[src/rtl/dbgtrig_pkg.sv]
package dbgtrig_pkg;

  typedef enum logic [2:0] {
    K_ADDR     = 3'd0,
    K_DATA     = 3'd1,
    K_READ     = 3'd2,
    K_WRITE    = 3'd3,
    K_RNG_ADDR = 3'd4,
    K_RNG_DATA = 3'd5,
    K_RNG_BOTH = 3'd6,
    K_NONE     = 3'd7
  } match_kind_e;

  typedef enum logic [2:0] {
    A_BREAK     = 3'd0,
    A_EXTTRIG   = 3'd1,
    A_TRACE_ON  = 3'd2,
    A_TRACE_OFF = 3'd3,
    A_SAMPLE    = 3'd4,
    A_ARM       = 3'd5,
    A_NOP6      = 3'd6,
    A_NOP7      = 3'd7
  } act_e;

  // control word layout: [9:7] action [6] need_arm [5] link [4:2] kind [1] bus [0] enable
  typedef struct packed {
    act_e        action;
    logic        need_arm;
    logic        link;
    match_kind_e kind;
    logic        on_dbus;
    logic        enable;
  } cmp_ctrl_t;

  localparam int CTRL_W = $bits(cmp_ctrl_t);

  localparam logic [1:0] SEL_CTRL    = 2'd0;
  localparam logic [1:0] SEL_ADDR    = 2'd1;
  localparam logic [1:0] SEL_DATA    = 2'd2;
  localparam logic [1:0] SEL_CLR_ARM = 2'd3;

endpackage

[src/rtl/dbgtrig_cmp.sv]
module dbgtrig_cmp
  import dbgtrig_pkg::*;
#(
  parameter int AW    = 32,
  parameter int IDX_W = 2,
  parameter int IDX   = 0
) (
  input  logic             clk,
  input  logic             rst_n,
  input  logic             cfg_we,
  input  logic [IDX_W-1:0] cfg_idx,
  input  logic [1:0]       cfg_sel,
  input  logic [AW-1:0]    cfg_wdata,
  input  logic             hi_ok_i,
  input  logic [AW-1:0]    hi_addr_i,
  input  logic [AW-1:0]    hi_data_i,
  input  logic             if_valid,
  input  logic [AW-1:0]    if_addr,
  input  logic             d_rd,
  input  logic             d_wr,
  input  logic [AW-1:0]    d_addr,
  input  logic [AW-1:0]    d_data,
  output cmp_ctrl_t        ctrl_o,
  output logic [AW-1:0]    addr_o,
  output logic [AW-1:0]    data_o,
  output logic             hit_o
);

  localparam logic [IDX_W-1:0] MY_IDX = IDX_W'(IDX);

  cmp_ctrl_t     ctrl_q;
  logic [AW-1:0] addr_q, data_q;

  always_ff @(posedge clk) begin
    if (!rst_n) begin
      ctrl_q <= '0;
      addr_q <= '0;
      data_q <= '0;
    end else if (cfg_we && cfg_idx == MY_IDX) begin
      case (cfg_sel)
        SEL_CTRL: ctrl_q <= cmp_ctrl_t'(cfg_wdata[CTRL_W-1:0]);
        SEL_ADDR: addr_q <= cfg_wdata;
        SEL_DATA: data_q <= cfg_wdata;
        default:  ;
      endcase
    end
  end

  logic d_act, in_if_rng, in_da_rng, in_dd_rng;

  always_comb begin
    d_act     = d_rd | d_wr;
    in_if_rng = hi_ok_i && (if_addr >= addr_q) && (if_addr <= hi_addr_i);
    in_da_rng = hi_ok_i && (d_addr  >= addr_q) && (d_addr  <= hi_addr_i);
    in_dd_rng = hi_ok_i && (d_data  >= data_q) && (d_data  <= hi_data_i);
    hit_o     = 1'b0;
    if (ctrl_q.enable) begin
      if (!ctrl_q.on_dbus) begin
        if (if_valid) begin
          case (ctrl_q.kind)
            K_ADDR:     hit_o = (if_addr == addr_q);
            K_RNG_ADDR: hit_o = in_if_rng;
            default:    hit_o = 1'b0;
          endcase
        end
      end else if (d_act) begin
        case (ctrl_q.kind)
          K_ADDR:     hit_o = (d_addr == addr_q);
          K_DATA:     hit_o = (d_data == data_q);
          K_READ:     hit_o = d_rd;
          K_WRITE:    hit_o = d_wr;
          K_RNG_ADDR: hit_o = in_da_rng;
          K_RNG_DATA: hit_o = in_dd_rng;
          K_RNG_BOTH: hit_o = in_da_rng & in_dd_rng;
          default:    hit_o = 1'b0;
        endcase
      end
    end
  end

  assign ctrl_o = ctrl_q;
  assign addr_o = addr_q;
  assign data_o = data_q;

  // an instruction-bus comparator never matches without a valid fetch
  assert_ibus_gated_R3: assert property (@(posedge clk) disable iff (!rst_n)
    (hit_o && !ctrl_q.on_dbus) |-> if_valid);
  assert_dbus_gated_R3: assert property (@(posedge clk) disable iff (!rst_n)
    (hit_o && ctrl_q.on_dbus) |-> (d_rd || d_wr));

endmodule

[src/rtl/dbgtrig_chain.sv]
module dbgtrig_chain
  import dbgtrig_pkg::*;
#(
  parameter int NCMP = 4
) (
  input  logic                   clk,
  input  logic                   rst_n,
  input  cmp_ctrl_t [NCMP-1:0]   ctrl_i,
  input  logic [NCMP-1:0]        hit_i,
  input  logic                   armed_i,
  input  logic                   d_act_i,
  output logic                   do_brk,
  output logic                   do_ext,
  output logic                   do_on,
  output logic                   do_off,
  output logic                   do_smp,
  output logic                   do_arm
);

  logic [NCMP-1:0] acc, ends, fire;

  for (genvar i = 0; i < NCMP; i++) begin : g_link
    if (i == 0) begin : g_head
      assign acc[i] = hit_i[i];
    end else begin : g_tail
      assign acc[i] = hit_i[i] &
        (ctrl_i[i-1].link ? (acc[i-1] & (ctrl_i[i-1].on_dbus == ctrl_i[i].on_dbus)) : 1'b1);
    end
    if (i == NCMP-1) begin : g_last
      assign ends[i] = 1'b1;
    end else begin : g_mid
      assign ends[i] = ~ctrl_i[i].link;
    end
    assign fire[i] = acc[i] & ends[i] & (~ctrl_i[i].need_arm | armed_i);

    assert_arm_gate_R7: assert property (@(posedge clk) disable iff (!rst_n)
      (fire[i] && ctrl_i[i].need_arm) |-> armed_i);
  end

  always_comb begin
    do_brk = 1'b0;
    do_ext = 1'b0;
    do_on  = 1'b0;
    do_off = 1'b0;
    do_smp = 1'b0;
    do_arm = 1'b0;
    for (int i = 0; i < NCMP; i++) begin
      if (fire[i]) begin
        case (ctrl_i[i].action)
          A_BREAK:     do_brk = 1'b1;
          A_EXTTRIG:   do_ext = 1'b1;
          A_TRACE_ON:  do_on  = 1'b1;
          A_TRACE_OFF: do_off = 1'b1;
          A_SAMPLE:    do_smp = do_smp | ctrl_i[i].on_dbus;
          A_ARM:       do_arm = 1'b1;
          default:     ;
        endcase
      end
    end
  end

  assert_sample_dbus_R9: assert property (@(posedge clk) disable iff (!rst_n)
    do_smp |-> d_act_i);

endmodule

[src/rtl/dbgtrig_act.sv]
module dbgtrig_act #(
  parameter int AW = 32
) (
  input  logic          clk,
  input  logic          rst_n,
  input  logic          do_brk,
  input  logic          do_ext,
  input  logic          do_on,
  input  logic          do_off,
  input  logic          do_smp,
  input  logic          do_arm,
  input  logic          clr_arm,
  input  logic [AW-1:0] d_addr,
  input  logic [AW-1:0] d_data,
  input  logic          d_wr,
  input  logic          trc_ready,
  output logic          armed,
  output logic          brk_req,
  output logic          ext_trig,
  output logic          trace_en,
  output logic          trc_valid,
  output logic [AW-1:0] trc_addr,
  output logic [AW-1:0] trc_data,
  output logic          trc_wr
);

  logic slot_free;
  assign slot_free = ~trc_valid | trc_ready;

  always_ff @(posedge clk) begin
    if (!rst_n) begin
      armed     <= 1'b0;
      brk_req   <= 1'b0;
      ext_trig  <= 1'b0;
      trace_en  <= 1'b0;
      trc_valid <= 1'b0;
      trc_addr  <= '0;
      trc_data  <= '0;
      trc_wr    <= 1'b0;
    end else begin
      brk_req  <= do_brk;
      ext_trig <= do_ext;
      if (clr_arm)     armed <= 1'b0;
      else if (do_arm) armed <= 1'b1;
      if (do_off)      trace_en <= 1'b0;
      else if (do_on)  trace_en <= 1'b1;
      if (do_smp && slot_free) begin
        trc_valid <= 1'b1;
        trc_addr  <= d_addr;
        trc_data  <= d_data;
        trc_wr    <= d_wr;
      end else if (trc_ready) begin
        trc_valid <= 1'b0;
      end
    end
  end

  assert_trc_hold_R10: assert property (@(posedge clk) disable iff (!rst_n)
    (trc_valid && !trc_ready) |=> (trc_valid && $stable(trc_addr) && $stable(trc_data) && $stable(trc_wr)));
  assert_arm_persist_R7: assert property (@(posedge clk) disable iff (!rst_n)
    (armed && !clr_arm) |=> armed);
  assert_off_wins_R8: assert property (@(posedge clk) disable iff (!rst_n)
    do_off |=> !trace_en);

endmodule

[src/rtl/dbg_trigger_ctl.sv]
module dbg_trigger_ctl
  import dbgtrig_pkg::*;
#(
  parameter int AW   = 32,
  parameter int NCMP = 4,
  localparam int IDX_W = $clog2(NCMP)
) (
  input  logic             clk,
  input  logic             rst_n,
  input  logic             cfg_we,
  input  logic [IDX_W-1:0] cfg_idx,
  input  logic [1:0]       cfg_sel,
  input  logic [AW-1:0]    cfg_wdata,
  input  logic             if_valid,
  input  logic [AW-1:0]    if_addr,
  input  logic             d_rd,
  input  logic             d_wr,
  input  logic [AW-1:0]    d_addr,
  input  logic [AW-1:0]    d_data,
  output logic             brk_req,
  output logic             ext_trig,
  output logic             trace_en,
  output logic             trc_valid,
  input  logic             trc_ready,
  output logic [AW-1:0]    trc_addr,
  output logic [AW-1:0]    trc_data,
  output logic             trc_wr
);

  cmp_ctrl_t [NCMP-1:0] ctrl;
  logic [NCMP-1:0][AW-1:0] cmp_addr, cmp_data;
  logic [NCMP-1:0] hit;
  logic armed, clr_arm;
  logic do_brk, do_ext, do_on, do_off, do_smp, do_arm;

  assign clr_arm = cfg_we && (cfg_sel == SEL_CLR_ARM);

  for (genvar i = 0; i < NCMP; i++) begin : g_cmp
    logic          hi_ok;
    logic [AW-1:0] hi_a, hi_d;
    if (i < NCMP-1) begin : g_pair
      assign hi_ok = 1'b1;
      assign hi_a  = cmp_addr[i+1];
      assign hi_d  = cmp_data[i+1];
    end else begin : g_nopair
      assign hi_ok = 1'b0;
      assign hi_a  = '0;
      assign hi_d  = '0;
    end
    dbgtrig_cmp #(.AW(AW), .IDX_W(IDX_W), .IDX(i)) u_cmp (
      .clk(clk), .rst_n(rst_n),
      .cfg_we(cfg_we), .cfg_idx(cfg_idx), .cfg_sel(cfg_sel), .cfg_wdata(cfg_wdata),
      .hi_ok_i(hi_ok), .hi_addr_i(hi_a), .hi_data_i(hi_d),
      .if_valid(if_valid), .if_addr(if_addr),
      .d_rd(d_rd), .d_wr(d_wr), .d_addr(d_addr), .d_data(d_data),
      .ctrl_o(ctrl[i]), .addr_o(cmp_addr[i]), .data_o(cmp_data[i]), .hit_o(hit[i])
    );
  end

  dbgtrig_chain #(.NCMP(NCMP)) u_chain (
    .clk(clk), .rst_n(rst_n),
    .ctrl_i(ctrl), .hit_i(hit), .armed_i(armed), .d_act_i(d_rd | d_wr),
    .do_brk(do_brk), .do_ext(do_ext), .do_on(do_on), .do_off(do_off),
    .do_smp(do_smp), .do_arm(do_arm)
  );

  dbgtrig_act #(.AW(AW)) u_act (
    .clk(clk), .rst_n(rst_n),
    .do_brk(do_brk), .do_ext(do_ext), .do_on(do_on), .do_off(do_off),
    .do_smp(do_smp), .do_arm(do_arm), .clr_arm(clr_arm),
    .d_addr(d_addr), .d_data(d_data), .d_wr(d_wr), .trc_ready(trc_ready),
    .armed(armed), .brk_req(brk_req), .ext_trig(ext_trig), .trace_en(trace_en),
    .trc_valid(trc_valid), .trc_addr(trc_addr), .trc_data(trc_data), .trc_wr(trc_wr)
  );

  // break and external trigger appear only one cycle after a bus cycle
  assert_brk_after_bus_R4: assert property (@(posedge clk) disable iff (!rst_n)
    $rose(brk_req) |-> ($past(if_valid) || $past(d_rd) || $past(d_wr)));
  assert_ext_after_bus_R8: assert property (@(posedge clk) disable iff (!rst_n)
    $rose(ext_trig) |-> ($past(if_valid) || $past(d_rd) || $past(d_wr)));

endmodule

[config.mk]
export PLATFORM = sky130hd
export DESIGN_NAME = dbg_trigger_ctl
export DESIGN_NICKNAME = d
export VERILOG_FILES = /design/src/rtl/dbgtrig_pkg.sv /design/src/rtl/dbgtrig_cmp.sv /design/src/rtl/dbgtrig_chain.sv /design/src/rtl/dbgtrig_act.sv /design/src/rtl/dbg_trigger_ctl.sv
export SDC_FILE = /design/constraint.sdc
export NUM_CORES = 1
export LEC_CHECK = 0
export ABC_AREA = 0
export ABC_CLOCK_PERIOD_IN_PS = 4200
export BUFFER_PORTS_ARGS = -buffer_cell sky130_fd_sc_hd__buf_2
export CORE_MARGIN = 10
export CORE_UTILIZATION = 57
export CTS_CLUSTER_SIZE = 16
export DETAILED_ROUTE_END_ITERATION = 10
export HOLD_SLACK_MARGIN = 0.08
export PLACE_DENSITY = 0.76
export SLEW_MARGIN = 20
export SYNTH_ARGS = -nofsm -noshare
export SYNTH_HDL_FRONTEND = slang
export SYNTH_HIERARCHICAL = 1
export SYNTH_SLANG_ARGS = --single-unit
[constraint.sdc]
create_clock -name clk -period 4.2 [get_ports clk]
set_clock_uncertainty 0.05 [all_clocks]
set_input_delay 0.21 -clock clk [delete_from_list [all_inputs] [get_ports clk]]
set_output_delay 0.21 -clock clk [all_outputs]
set_load 0.03 [all_outputs]
==> run_results.csv <==
group,metric,value,unit
routing,wl_per_cell,21.1,um
timing,hold_viol_final,0,
critical_path,setup.worst_path.start,"d_data[23]",
timing,drv_slew,0,
critical_path,arrival,4790,ps
critical_path,setup.worst_path.end,"u_act/trc_data[11]$_SDFFE_PN0P_",
critical_path,worstSetupStartpointType,"input port",
status,violations,"setup timing",
timing,fmax,0.231,GHz
power_and_ir_drop,p_seq_share,35.6,%
final_layout,final_area,0.0393,mm2
timing,min_period,4320,ps
final_layout,drive_gt1_share,12.2,%
floorplanning,die_w,261,um
power_and_ir_drop,p_leak,15.7,nW
global_route,grt_first_pass_wirelength,173000,um
power_and_ir_drop,powerDensity,252,mW/mm2
synthesis,yosys_warnings,6,
timing,layout_setup_ws,-123,ps
global_route,grt_max_degree,159,
power_and_ir_drop,p_sw,0.00299,W
power_and_ir_drop,peakVddDrop,0.000279,V
min_path,holdCritPathClass,"input port to register",
timing,tns,-3220,ps
power_and_ir_drop,power,0.00993,W
critical_path,reg2reg_to,"u_act/trc_data[11]$_SDFFE_PN0P_",
timing,setup_violations,61,
final_layout,fin_nets,5524,
final_layout,area_delta_synth_final,18.6,%
routing,drt-initial-drc-count,3011,
critical_path,path_class,"input port to register",
status,status,"finished, violations left",
critical_path,rr_worst_depth,19,
floorplanning,core-area,0.0577,mm2
routing,drtAntennaViolNets,0,
floorplanning,die_area,0.0682,mm2
floorplanning,initial_core_util,57.5,%
job,cap_viol_max_count,0,
cts,ctsHtreeMaxLevel,2,
timing,slew_headroom,25.0,%
power_and_ir_drop,switching_share,30.1,%
timing,tightest_slew,1120,ps
routing,via_count,32110,
place,hpwl,84400,um
critical_path,crit_required,4670,ps
global_route,antenna_found_initial,4,
floorplanning,ios,208,
synthesis,syn_area,0.0332,mm2
synthesis,syn_inst,4164,
place,dpl_cell_area,0.0360,mm2
routing,firstDrtPassIters,6,
timing,rsz0062_at_grt,"true",
cts,cts_made_buffers,44,
critical_path,path_max_fanout,9,
cts,clk-insertion-delay-late,610,ps
cts,clock-root-buffer,"clkbuf_16",
routing,vias_per_cell,5.92,
global_route,grt_use_total,32.3,%
cts,cts.sinks,365,
routing,wirelength,114000,um
global_route,grt_pass1_vias,30261,
critical_path,reg2reg_slack,-100,ps
timing,whs,116,ps
global_route,overflow,0,
place,io_buffers,207,
critical_path,crit_path_end_kind,"register",
floorplanning,rows,88,
final_layout,fillers,4741,
power_and_ir_drop,internal_power,0.00694,W
power_and_ir_drop,clock_power_share,44.3,%
cts,cts_tree,"built",
place,gp_congestion,1.02,
floorplanning,die_y,261,um
cts,clkTransAtPathRegs,60,ps
synthesis,syn_avg_cell_area,7.96,um2
routing,drcViolationCount,0,
cts,cts_buffer_depth,3,
critical_path,reg2reg_from,"g_cmp[1].u_cmp/data_o[23]$_SDFFE_PN0P_",
power_and_ir_drop,combPwrFrac,20.2,%
timing,fin_crit_sh,103,%
cells in the final DEF, fill, tap and decap left out, types with 11 or more instances in the layout:
master and n:
nand2_1 788, o211ai_1 18, nor2_1 100, conb_1 77
o21ai_0 96, dlygate4sd3_1 97, a221oi_1 23, clkbuf_16 49
ha_4 11, nor3_1 33, nand4_1 158, nor2b_1 68
a21o_1 129, dfxtp_2 21, inv_1 521, a211oi_1 36
dfxtp_1 344, o21a_1 21, buf_2 204, nand3_1 57
mux2i_1 104, a21boi_0 260, nand2b_1 14, a21oi_1 228
ha_1 757, nor4_1 14, buf_4 127, nor3_2 11
power groups by stage:
stage	sequential (W)	clock (W)	combinational, W
after floorplan	0.00359	0	0.00108
after global placement	0.00360	0	0.00178
after detailed placement	0.00360	0	0.00182
after CTS	0.00353	0.00442	0.00191
after global routing	0.00353	0.00457	0.00221
final	0.00353	0.00439	0.00200
worst max-delay path, stage by stage:
cell	delay (ps)
dlygate4sd3_1	540
clkbuf_4	210
ha_1	330
nand4_1	160
or4_4	620
nor3b_4	310
nor3_2	80
a21oi_2	200
o311a_1	270
o211ai_2	110
nand3_2	100
inv_1	70
a221o_1	350
nor4_2	200
a211oi_1	90
nand3_2	80
nor2b_4	270
buf_8	190
buf_16	150
mux2i_1	250
layout make-up:
type                       instances  area, um2  share of cell area (%)
timing repair buffer             451       3370                    8.58
clock inverter                    28        413                    1.05
clock buffer                      54       1220                    3.10
antenna                            3       7.51                  0.0191
tap                              765        957                    2.43
multi-input combinational       3225      24000                    61.1
inverter                         530       1990                    5.06
sequential                       365       7330                    18.7
registers in the layout, indices dropped and copies added (netlist names):
| register | flops |
|---|---|
| g_cmp.u_cmp/addr_o | 128 |
| g_cmp.u_cmp/data_o | 128 |
| g_cmp.u_cmp/ctrl_o | 39 |
| u_act/trc_addr | 32 |
| u_act/trc_data | 32 |
| u_act/armed | 1 |
| u_act/brk_req | 1 |
| u_act/ext_trig | 1 |
| u_act/trace_en | 1 |
| u_act/trc_valid | 1 |
| u_act/trc_wr | 1 |
timing repair:
item / 4_1_cts / 5_1_grt
gates cloned: 1 / 5
setup buffers: 3 / 9
endpoints found under the setup margin: 60 / 67
endpoints found under the hold margin: 346 / 0
hold buffers: 97 / 0
gates resized for setup: 12 / 84
pin swaps: 17 / 45
through the flow:
step | worst slack [ps] | utilization, % | instances
6_report | -123 | 68.1 | 5421
5_1_grt | -177 | 68.1 | 5419
4_1_cts | 16.1 | 67.0 | 5404
3_5_place_dp | -90.7 | 62.3 | 5221
3_3_place_gp | 23.1 | 62.3 | 5221
2_1_floorplan | 503 | - | 4239
metal layers:
metal | wire length (um) | global-route usage [%]
met4 | 6020 | 15.3
met1 | 47700 | 42.7
met2 | 49100 | 50.0
met5 | 32 | 0
met3 | 11600 | 6.32
worst min path at each step:
stage | from | end | slack [ps] | depth (start not counted)
6_report | d_addr[23] | u_act/trc_addr[23]$_SDFFE_PN0P_ | 120 | 4
3_5_place_dp | u_act/trc_data[14]$_SDFFE_PN0P_ | u_act/trc_data[14]$_SDFFE_PN0P_ | 390 | 2
2_1_floorplan | d_addr[17] | u_act/trc_addr[17]$_SDFFE_PN0P_ | 300 | 2
5_1_grt | d_addr[6] | u_act/trc_addr[6]$_SDFFE_PN0P_ | 110 | 4
4_1_cts | d_addr[6] | u_act/trc_addr[6]$_SDFFE_PN0P_ | 90 | 4
3_3_place_gp | u_act/trc_data[12]$_SDFFE_PN0P_ | u_act/trc_data[12]$_SDFFE_PN0P_ | 390 | 2
Power figures use the tool's default switching activity.
